## src/rtl/ppf_pkg.sv

```systemverilog
package ppf_pkg;
  localparam int NUM_SW = 3;
  localparam int IDX_HS_SHORT = 0;
  localparam int IDX_LS_SHORT = 1;
  localparam int IDX_LS_OPEN  = 2;

  typedef enum logic [2:0] {
    CAUSE_NONE     = 3'd0,
    CAUSE_HS_SHORT = 3'd1,
    CAUSE_LS_SHORT = 3'd2,
    CAUSE_LS_OPEN  = 3'd3,
    CAUSE_OVERTEMP = 3'd4
  } cause_e;

  // Priority encode: switch faults ahead of thermal, lowest code first
  function automatic cause_e pick_cause(logic [NUM_SW-1:0] sw, logic hot);
    if (sw[IDX_HS_SHORT])      return CAUSE_HS_SHORT;
    else if (sw[IDX_LS_SHORT]) return CAUSE_LS_SHORT;
    else if (sw[IDX_LS_OPEN])  return CAUSE_LS_OPEN;
    else if (hot)              return CAUSE_OVERTEMP;
    else                       return CAUSE_NONE;
  endfunction
endpackage

```

## src/rtl/pwm_fall_detect.sv

```systemverilog
module pwm_fall_detect (
  input  logic clk,
  input  logic rst_n,
  input  logic pwm_in,
  output logic fall_o
);
  logic pwm_prev;

  always_ff @(posedge clk or negedge rst_n) begin
    if (!rst_n) pwm_prev <= 1'b0;
    else        pwm_prev <= pwm_in;
  end

  assign fall_o = pwm_prev & ~pwm_in;
endmodule

```

## src/rtl/fault_qualifier.sv

```systemverilog
module fault_qualifier #(
  parameter int QUAL_CYCLES = 15
) (
  input  logic clk,
  input  logic rst_n,
  input  logic fall_i,
  input  logic sample_i,
  output logic latched_o
);
  localparam int CW = $clog2(QUAL_CYCLES + 1);
  localparam logic [CW-1:0] LAST = CW'(QUAL_CYCLES - 1);

  logic          seen;
  logic [CW-1:0] run_cnt;
  logic          latched;

  // Count of consecutive flagged windows; saturates at the last step
  function automatic logic [CW-1:0] next_count(logic hit, logic [CW-1:0] c);
    if (!hit)           return '0;
    else if (c == LAST) return c;
    else                return c + 1'b1;
  endfunction

  function automatic logic qualifies(logic hit, logic [CW-1:0] c);
    return hit && (c == LAST);
  endfunction

  always_ff @(posedge clk or negedge rst_n) begin
    if (!rst_n) begin
      seen    <= 1'b0;
      run_cnt <= '0;
      latched <= 1'b0;
    end else if (fall_i) begin
      run_cnt <= next_count(seen, run_cnt);
      latched <= latched | qualifies(seen, run_cnt);
      seen    <= sample_i;
    end else begin
      seen    <= seen | sample_i;
    end
  end

  assign latched_o = latched;
endmodule

```

## src/rtl/thermal_hysteresis.sv

```systemverilog
module thermal_hysteresis #(
  parameter int TEMP_W   = 8,
  parameter int TEMP_SET = 115,
  parameter int TEMP_CLR = 95
) (
  input  logic              clk,
  input  logic              rst_n,
  input  logic [TEMP_W-1:0] temp_i,
  output logic              hot_o
);
  localparam logic [TEMP_W-1:0] SET_CODE = TEMP_W'(TEMP_SET);
  localparam logic [TEMP_W-1:0] CLR_CODE = TEMP_W'(TEMP_CLR);

  logic hot;

  function automatic logic hot_next(logic cur, logic [TEMP_W-1:0] t);
    if (t >= SET_CODE)      return 1'b1;
    else if (t <= CLR_CODE) return 1'b0;
    else                    return cur;
  endfunction

  always_ff @(posedge clk or negedge rst_n) begin
    if (!rst_n) hot <= 1'b0;
    else        hot <= hot_next(hot, temp_i);
  end

  assign hot_o = hot;
endmodule

```

## src/rtl/phase_fault_monitor.sv

```systemverilog
module phase_fault_monitor
  import ppf_pkg::*;
#(
  parameter int QUAL_CYCLES = 15,
  parameter int TEMP_W      = 8,
  parameter int TEMP_SET    = 115,
  parameter int TEMP_CLR    = 95
) (
  input  logic              clk,
  input  logic              rst_n,
  input  logic              pwm_in,
  input  logic              hs_gate_on,
  input  logic              ls_gate_on,
  input  logic              hs_short_flag,
  input  logic              ls_short_flag,
  input  logic              ls_open_flag,
  input  logic [TEMP_W-1:0] temp_code,
  output logic              flt_pull_low,
  output logic [2:0]        fault_cause
);
  // Named internal events, observed by the bound checker
  logic              pwm_fall;
  logic [NUM_SW-1:0] sw_sample;
  logic [NUM_SW-1:0] sw_latched;
  logic              therm_flag;
  cause_e            cause;

  pwm_fall_detect u_fall (
    .clk    (clk),
    .rst_n  (rst_n),
    .pwm_in (pwm_in),
    .fall_o (pwm_fall)
  );

  // Gate-phase qualification of each comparator
  always_comb begin
    sw_sample               = '0;
    sw_sample[IDX_HS_SHORT] = hs_short_flag & ~hs_gate_on;
    sw_sample[IDX_LS_SHORT] = ls_short_flag &  ls_gate_on;
    sw_sample[IDX_LS_OPEN]  = ls_open_flag  &  ls_gate_on;
  end

  for (genvar g = 0; g < NUM_SW; g++) begin : g_qual
    fault_qualifier #(.QUAL_CYCLES(QUAL_CYCLES)) u_qual (
      .clk       (clk),
      .rst_n     (rst_n),
      .fall_i    (pwm_fall),
      .sample_i  (sw_sample[g]),
      .latched_o (sw_latched[g])
    );
  end

  thermal_hysteresis #(
    .TEMP_W   (TEMP_W),
    .TEMP_SET (TEMP_SET),
    .TEMP_CLR (TEMP_CLR)
  ) u_therm (
    .clk    (clk),
    .rst_n  (rst_n),
    .temp_i (temp_code),
    .hot_o  (therm_flag)
  );

  assign cause        = pick_cause(sw_latched, therm_flag);
  assign fault_cause  = cause;
  assign flt_pull_low = (|sw_latched) | therm_flag;
endmodule

```

## config.mk

```make
export PLATFORM = sky130hd
export DESIGN_NAME = phase_fault_monitor
export DESIGN_NICKNAME = d
export VERILOG_FILES = /design/src/rtl/ppf_pkg.sv /design/src/rtl/pwm_fall_detect.sv /design/src/rtl/fault_qualifier.sv /design/src/rtl/thermal_hysteresis.sv /design/src/rtl/phase_fault_monitor.sv
export SDC_FILE = /design/constraint.sdc
export NUM_CORES = 1
export LEC_CHECK = 0
export BUFFER_PORTS_ARGS = -buffer_cell sky130_fd_sc_hd__buf_2
export CORE_MARGIN = 10
export CORE_UTILIZATION = 45
export CTS_CLUSTER_SIZE = 30
export DETAILED_ROUTE_END_ITERATION = 8
export GPL_TIMING_DRIVEN = 0
export PLACE_DENSITY_LB_ADDON = 0.3
export SLEW_MARGIN = 40
export SYNTH_ARGS = -nofsm -noshare
export SYNTH_HDL_FRONTEND = slang
export SYNTH_SLANG_ARGS = --single-unit
```

## constraint.sdc

```tcl
create_clock -name clk -period 1.7 [get_ports clk]
set_input_delay 0.34 -clock clk [delete_from_list [all_inputs] [get_ports clk]]
set_output_delay 0.34 -clock clk [all_outputs]
set_load 0.1 [all_outputs]
```

==> flow_metrics.tcl, run 1 <==
set metrics [dict create \
    avgSynthCellArea_sq_um 10.4 \
    path_cells "or4_4, buf_12" \
    place_ws_ns 0.0990 \
    dieArea_sq_um 4810 \
    grt_setup_unrepaired "true" \
    cts.clk_slew.worst_paths_ns 0.12 \
    clockRootBuffer "clkbuf_4" \
    core_sq_um 2250 \
    synth_seq_cells 20 \
    clockBufferDepth 2 \
    power_density_nw_per_um2 916 \
    critPathMaxFanout 4 \
    routed_wl_um 2390 \
    cp-endpoint "flt_pull_low" \
    grt_overflow 0 \
    ir_drop_v 0.000676 \
    numCtsBuffers 3 \
    antenna_found_initial 0 \
    hold_viol 0 \
    clock_latency_ns 0.30 \
    syn_to_final_growth_pct 26.1 \
    nNetsFinal 156 \
    crit_path_end_kind "output pin" \
    die_w_um 69.3 \
    start_kind "flop" \
    max-cap-violations 0 \
    r2r_cells 5 \
    cp.depth 2 \
    hpwl_um 1800 \
    synth_cells 105 \
    outcome "finished, violations left" \
    numPortBuffers 19 \
    crit_arrival_ns 1.46 \
    rr_startpoint "g_qual[1].u_qual.run_cnt[0]" \
    synth.area.top_cells "dfrtp_1, ha_1, a21oi_1" \
    yosys_warnings 0 \
    die_h_um 69.3 \
    vias_per_cell 5.53 \
    synth_top_area_share_pct 45.7 \
    n_antenna_cell 0 \
    placed_cells 152 \
    worst_r2r_endpoint "g_qual[1].u_qual.run_cnt[1]" \
    cp_slowest_stage_delay_ns 0.54 \
    worstPathRequired_ns 1.36 \
    placed_cell_area_sq_um 1240 \
    syn-cell-area_sq_um 1090 \
    slew_headroom_pct 70.0 \
    drt-initial-drc-count 39 \
    postRouteAntennaNets 0 \
    cp_top_family "simple AND/OR/NAND/NOR gates" \
    grt_pass1_vias 928 \
    power.leakage_nw 0.658 \
    fin_area_sq_um 1380 \
    drive_gt1_share_pct 31.6 \
    min_period_ns 1.80 \
    grt_usage_pct 10.1 \
    worstMarginPinSlew_ns 0.450 \
    avgRoutedWirePerCell_um 14.8 \
    fmax_mhz 557 \
    critPathBufInv 1 \
    slew_violations 0 \
    cpMaxStageDelayCell "or4_4" \
    r2r_setup_slack_ns 0.33 \
    setup_viol 2 \
    finalSetupTns_ns -0.144 \
    fin_util_pct 61.2 \
    grt_pass1_wl_um 4240 \
    criticalPathCategory "flop to output pin" \
    fin_cells 161 \
    grt_start_max_net_pins 21 \
    htree_num_levels 1 \
    cts_tree "yes" \
    dr.pass1.iters 4 \
    place_congestion 0.804 \
    start_util_pct 48.6 \
    io_pins 20 \
    startpoint "g_qual[1].u_qual.latched_o" \
    hp-class "input pin to flop" \
    drcViolationCount 0 \
    worst_slack_ns -0.0961 \
    syn-num-nets 127 \
    synthDistinctLibCells 30 \
    synth-seq-area-share_pct 45.7 \
    clock_sinks 20 \
    fin_worst_skew_ns 0.00789 \
    vias 890 \
    rows 17 \
    finalCritPeriodShare_pct 106 \
    yosysTopAreaCell "dfrtp_1" \
    violations "setup timing" \
]
==> through the flow <==
| stage | hold slack (ns) | power [mW] |
|---|---|---|
| 4_1_cts | 0.162 | 1.27 |
| 3_3_place_gp | 0.316 | 0.852 |
| 2_1_floorplan | 0.0444 | 0.789 |
| 5_1_grt | 0.161 | 1.34 |
| 3_5_place_dp | 0.319 | 0.877 |
| 6_report | 0.166 | 1.26 |
==> logic make-up (layout without fill, tap and decap cells) <==
| family | after synthesis | after routing | synth area share (%) |
|---|---|---|---|
| AO/OA/AOI/OAI | 36 | 36 | 24.3 |
| adder cells (fa/ha/maj) | 6 | 6 | 6.86 |
| buffers and inverters | 8 | 36 | 4.80 |
| flip-flops | 20 | 20 | 45.7 |
| AND/OR/NAND/NOR | 35 | 35 | 18.3 |
==> registers in the layout, indices dropped and copies added (netlist names) <==
name                     count
u_fall.pwm_prev              1
u_therm.hot_o                1
g_qual.u_qual.latched_o      3
g_qual.u_qual.run_cnt       12
g_qual.u_qual.seen           3
==> placed cells by master (no fill, tap or decap), types with 2 or more instances in the layout <==
cell / synthesis / final
a21oi_1: 9 / 9
a22o_1: 5 / 5
a2bb2oi_1: 2 / 2
a31o_1: 2 / 2
and2_1: 3 / 3
and3_1: 3 / 3
buf_12: 0 / 2
buf_2: 0 / 15
buf_4: 0 / 5
buf_6: 3 / 4
clkbuf_4: 0 / 3
dfrtp_1: 20 / 18
dfrtp_2: 0 / 2
ha_1: 6 / 6
inv_1: 5 / 5
nand2_1: 8 / 8
nand2b_1: 2 / 2
nand3_1: 7 / 7
nand4_1: 3 / 3
nor2_1: 4 / 3
o21ai_0: 4 / 4
o21ai_1: 3 / 3
o22ai_1: 2 / 2
o31ai_2: 3 / 3
==> worst min-delay path by stage <==
stage                     startpoint                          end  slack (ns)  cells after the start
after global placement         rst_n                u_therm.hot_o        0.32                      1
after CTS                     pwm_in              u_fall.pwm_prev        0.16                      1
final                         pwm_in              u_fall.pwm_prev        0.17                      1
after detailed placement       rst_n  g_qual[2].u_qual.run_cnt[2]        0.32                      1
after global routing          pwm_in              u_fall.pwm_prev        0.16                      1
after floorplan                rst_n   g_qual[0].u_qual.latched_o        0.04                      0
==> cell usage after synthesis <==
cell type	number
and2b_4	1
nor4b_1	1
a21oi_1	9
nand3_1	7
a2bb2oi_1	2
nand2b_4	1
inv_1	5
buf_6	3
nor2_1	4
o21ai_1	3
o21ai_0	4
or4_1	1
ha_1	6
o31ai_2	3
nand4_1	3
o21bai_1	1
a21bo_1	1
a22o_1	5
a2bb2oi_2	1
a211o_1	1
a31o_1	2
a21o_1	1
and3_1	3
o311ai_1	1
and2_1	3
o22ai_1	2
nor2_4	1
dfrtp_1	20
nand2b_1	2
nand2_1	8
==> per-layer routing <==
layer	part of all wire [%]	vias up	GRT usage, %
met3	6.9	4	3.14
met2	47	26	16.4
met5	0	-	0
met1	45	415	12.1
li1	-	445	-
met4	0.79	0	3.33
==> what timing repair did <==
item / in CTS / in global routing
setup buffers: 4 / 0
hold endpoints to repair: 20 / 0
hold buffers: 1 / 0
pin swaps: 1 / 0
endpoints found under the setup margin: 4 / 2
resized for setup: 11 / 0
==> where the power goes <==
| part | total, mW | switching [mW] | leakage, nW | internal (mW) |
|---|---|---|---|---|
| registers | 0.634 | 0.0922 | 0.250 | 0.542 |
| logic | 0.240 | 0.117 | 0.380 | 0.123 |
| clock network | 0.390 | 0.152 | 0.0279 | 0.238 |
| total | 1.26 | 0.361 | 0.658 | 0.903 |
==> cell type report <==
class	instances	area (sq um)
inverter	5	18.8
sequential	20	503
fill	193	875
clock inverter	1	30.0
clock buffer	3	22.5
tap	28	35.0
multi-input combinational	77	563
buffer	3	33.8
timing repair buffer	24	174
(Power assumes the default switching activity.)
==> run 2, diff against run 1 <==
- SKIP_CTS_REPAIR_TIMING: default -> 1
- clock period: 1.7 -> 1.5 ns (I/O delays scaled with it)
==> run 2 against run 1 <==
  * The run still ends with setup timing left
  * Setup slack got worse by 0.16 ns
  * Register-to-register slack got worse by 0.18 ns
  * Wire length barely moved
  * Combinational power rose by 11%
  * First-iteration DRC count fell by 54%
==> flow_metrics.tcl, run 2 (same netlist as run 1, synthesis figures left out) <==
set metrics [dict create \
    power_density_nw_per_um2 904 \
    die_w_um 69.3 \
    grt_start_max_net_pins 21 \
    clockRootBuffer "clkbuf_4" \
    ir_drop_v 0.000680 \
    slew_violations 0 \
    dieArea_sq_um 4810 \
    final_cell_mix "dfrtp_1, buf_2, a21oi_1" \
    largest_reg_flops 12 \
    grt_setup_unrepaired "true" \
    cts.clk_slew.worst_paths_ns 0.11 \
    drt-initial-drc-count 18 \
    avgRoutedWirePerCell_um 15.1 \
    drcViolationCount 0 \
    grt_pass1_vias 903 \
    clock_latency_ns 0.29 \
    r2r_cells 5 \
    multi_input_area_sq_um 568 \
    vias 912 \
    criticalPathCategory "flop to output pin" \
    worstPathRequired_ns 1.20 \
    grt_overflow 0 \
    met1_usage_pct 10.8 \
    grt_usage_pct 9.26 \
    power.leakage_nw 0.646 \
    busiest_layer "met2" \
    fin_worst_skew_ns 0.00667 \
    fin_area_sq_um 1360 \
    n_antenna_cell 0 \
    slew_headroom_pct 70.3 \
    hold_viol 0 \
    cpMaxStageDelayCell "or4_4" \
    hpwl_um 1760 \
    placed_cells 152 \
    max-cap-violations 0 \
    place_congestion 0.807 \
    cts_tree "yes" \
    regMostFlops "g_qual.u_qual.run_cnt" \
    rows 17 \
    die_h_um 69.3 \
    syn_to_final_growth_pct 24.2 \
    clock_sinks 20 \
    io_pins 20 \
    min_period_ns 1.76 \
    worst_slack_ns -0.258 \
    path_cells "or4_4, buf_12" \
    drive_gt1_share_pct 30.0 \
    fmax_mhz 569 \
    regArea_sq_um 503 \
    worstMarginPinSlew_ns 0.446 \
    dr.pass1.iters 4 \
    core_sq_um 2250 \
    violations "setup timing" \
    holdCritStartpoint "pwm_in" \
    outcome "finished, violations left" \
    worst_hold_slack_ns 0.141 \
    htree_num_levels 1 \
    nNetsFinal 154 \
    crit_path_end_kind "output pin" \
    crit_arrival_ns 1.46 \
    rr_startpoint "g_qual[1].u_qual.run_cnt[0]" \
    numPortBuffers 19 \
    layout_commonest_cell "dfrtp_1" \
    routed_wl_um 2390 \
    hold_depth 1 \
    finalCritPeriodShare_pct 117 \
    n_fill_cell 190 \
    cp_slowest_stage_delay_ns 0.52 \
    critPathMaxFanout 5 \
    start_util_pct 48.6 \
    vias_per_cell 5.77 \
    fin_cells 158 \
    whs_endpoint "u_fall.pwm_prev" \
    postRouteAntennaNets 0 \
    numCtsBuffers 3 \
    clockBufferDepth 2 \
    place_ws_ns -0.0726 \
    use_met2_pct 15.0 \
    worst_r2r_endpoint "g_qual[1].u_qual.run_cnt[1]" \
    start_kind "flop" \
    fin_util_pct 60.3 \
    antenna_found_initial 0 \
    placed_cell_area_sq_um 1240 \
    grt_use_met3_pct 3.71 \
    setup_viol 2 \
    grt_pass1_wl_um 3870 \
    hp-class "input pin to flop" \
    r2r_setup_slack_ns 0.15 \
]
run 2: worst max path at each step:
| stage | startpoint | endpoint | slack, ns | cells past startpoint |
|---|---|---|---|---|
| 4_1_cts | g_qual[0].u_qual.latched_o | flt_pull_low | -0.40 | 2 |
| 2_1_floorplan | g_qual[0].u_qual.latched_o | fault_cause[2] | -0.32 | 1 |
| 3_5_place_dp | g_qual[0].u_qual.latched_o | flt_pull_low | -0.07 | 2 |
| 5_1_grt | g_qual[2].u_qual.latched_o | flt_pull_low | -0.29 | 2 |
| 3_3_place_gp | g_qual[0].u_qual.latched_o | flt_pull_low | -0.05 | 2 |
| 6_report | g_qual[2].u_qual.latched_o | flt_pull_low | -0.26 | 2 |
run 2: per-layer routing:
metal  wire [um]  part of all wire, %
met1        1080                   45
met3         131                  5.5
met2        1150                   48
met5           0                    0
met4          25                  1.0
run 2: power breakdown:
part,internal (mW),total (mW),switching (mW)
Sequential,0.614,0.717,0.103
Combinational,0.136,0.266,0.129
Clock,0.0932,0.247,0.154
run 2: metrics by stage:
step / setup TNS, ns / total power, mW
3_5_place_dp: -0.0726 / 0.987
5_1_grt: -0.555 / 1.30
3_3_place_gp: -0.0493 / 0.966
2_1_floorplan: -0.572 / 0.895
6_report: -0.425 / 1.23
4_1_cts: -1.01 / 1.23
run 2: layout make-up:
class                      instances  area share, %
buffer                             3           2.48
clock buffer                       3           1.66
inverter                           5           1.38
multi-input combinational         77           41.8
sequential                        20           37.0
tap                               28           2.58
timing repair buffer              22           13.2
run 2: critical path, delay by kind of cell (launching register included):
kind | cells | cell delay (ns)
DFF | 1 | 0.46
buffers and inverters | 1 | 0.18
and+or+nand+nor | 1 | 0.52
==> run 3, diff against run 2 <==
- REMOVE_ABC_BUFFERS: default -> 1
==> run 3 against run 2 <==
  * The run still ends with setup timing left
  * Total power is 3.0% higher
  * Non-clock buffer count fell by 4
  * Sequential power shrank 0.7%
  * Cell area decreased by 4.5%
  * Clock power is 23% higher
  * Via count is 4.2% lower
  * First-iteration DRC count is 78% higher
  * Critical endpoint unchanged
  * Highest routed layer unchanged
==> flow_metrics.tcl, run 3 (same netlist as run 1, synthesis figures left out) <==
set metrics [dict create \
    outcome "finished, violations left" \
    violations "setup timing" \
    vias_per_cell 5.64 \
    fin_worst_skew_ns 0.00406 \
    total_power_mw 1.27 \
    drcViolationCount 0 \
    regArea_sq_um 500 \
    cts_tree "yes" \
    hpwl_um 1630 \
    start_kind "flop" \
    clockBufferDepth 2 \
    hp-class "input pin to flop" \
    hold_viol 0 \
    grt_usage_pct 8.79 \
    worstPathRequired_ns 1.20 \
    slew_headroom_pct 69.6 \
    rows 17 \
    worstMarginPinSlew_ns 0.456 \
    path_cells "or4_4, buf_12" \
    grt_setup_unrepaired "true" \
    crit_path_end_kind "output pin" \
    io_pins 20 \
    clock_sinks 20 \
    routed_wl_um 2280 \
    numPortBuffers 19 \
    power_density_nw_per_um2 976 \
    n_fill_cell 197 \
    critPathMaxFanout 4 \
    avgRoutedWirePerCell_um 14.7 \
    vias 874 \
    die_h_um 69.3 \
    cpMaxStageDelayCell "or4_4" \
    max-cap-violations 0 \
    power.leakage_nw 0.623 \
    cp_top_family "simple AND/OR/NAND/NOR gates" \
    largest_reg_flops 12 \
    min_period_ns 1.74 \
    postRouteAntennaNets 0 \
    n_antenna_cell 0 \
    drt-initial-drc-count 32 \
    die_w_um 69.3 \
    nNetsFinal 150 \
    layout_commonest_cell "dfrtp_1" \
    dieArea_sq_um 4810 \
    multi_input_area_sq_um 553 \
    syn_to_final_growth_pct 18.6 \
    htree_num_levels 1 \
    grt_start_max_net_pins 21 \
    dr.pass1.iters 4 \
    worst_slack_ns -0.240 \
    slew_violations 0 \
    core_sq_um 2250 \
    grt_overflow 0 \
    clockRootBuffer "clkbuf_4" \
    setup_viol 3 \
    crit_arrival_ns 1.44 \
    drive_gt1_share_pct 26.0 \
    regMostFlops "g_qual.u_qual.run_cnt" \
    critPathBufInv 1 \
    start_util_pct 48.6 \
    ir_drop_v 0.000710 \
    numCtsBuffers 3 \
    cts.clk_slew.worst_paths_ns 0.11 \
    place_ws_ns -0.0295 \
    fmax_mhz 575 \
    final_cell_mix "dfrtp_1, buf_2, a21oi_1" \
    cp_slowest_stage_delay_ns 0.54 \
    grt_pass1_vias 812 \
    antenna_found_initial 0 \
    grt_pass1_wl_um 3610 \
    finalCritPeriodShare_pct 116 \
    clock_latency_ns 0.30 \
    fin_util_pct 57.6 \
    criticalPathCategory "flop to output pin" \
    place_congestion 0.820 \
]
-- run 3: per-layer routing --
metal | global-route usage [%] | part of all wire, % | vias up
met3 | 4.28 | 5.8 | 4
met1 | 9.98 | 44 | 413
met2 | 14.2 | 49 | 20
li1 | - | - | 437
met4 | 2.44 | 1.0 | 0
met5 | 0 | 0 | -
-- run 3: worst register-to-register path: stages, from the launching register on --
cell,delay (ns)
dfrtp_1,0.41
inv_1,0.10
ha_1,0.22
and3_1,0.26
o31ai_2,0.07
a22o_1,0.18
-- run 3: report_power, final --
part / internal (mW) / switching [mW]
Clock: 0.148 / 0.157
Combinational: 0.127 / 0.123
Sequential: 0.614 / 0.0981
-- run 3: path summary, 6_finish.rpt --
| kind | startpoint | to | slack (ns) | depth (start not counted) |
|---|---|---|---|---|
| min in group asynchronous | rst_n | g_qual[0].u_qual.run_cnt[0] | 0.47 | 2 |
| max in group asynchronous | rst_n | g_qual[2].u_qual.run_cnt[2] | 0.72 | 2 |
| hold reg to reg | g_qual[0].u_qual.latched_o | g_qual[0].u_qual.latched_o | 0.54 | 1 |
| setup reg to reg | g_qual[1].u_qual.run_cnt[0] | g_qual[1].u_qual.run_cnt[1] | 0.16 | 5 |
| setup / recovery | g_qual[1].u_qual.latched_o | flt_pull_low | -0.24 | 2 |
| hold / removal | pwm_in | u_fall.pwm_prev | 0.12 | 1 |
-- run 3: final cells by class --
cell class	count	share of cell area, %
tap	28	2.70
multi-input combinational	77	42.6
sequential	20	38.5
clock buffer	4	2.79
timing repair buffer	21	11.9
inverter	5	1.45
-- run 3: per-stage QoR --
step / area [sq um] / std cells / setup TNS (ns) / hold WS, ns
5_1_grt: 1300 / 155 / -0.670 / 0.107
3_3_place_gp: 1190 / 149 / -0.00968 / 0.271
4_1_cts: 1230 / 153 / -0.941 / -0.0578
6_report: 1300 / 155 / -0.469 / 0.124
3_5_place_dp: 1190 / 149 / -0.0295 / 0.276
2_1_floorplan: 1060 / 102 / -2.99 / 0.00441
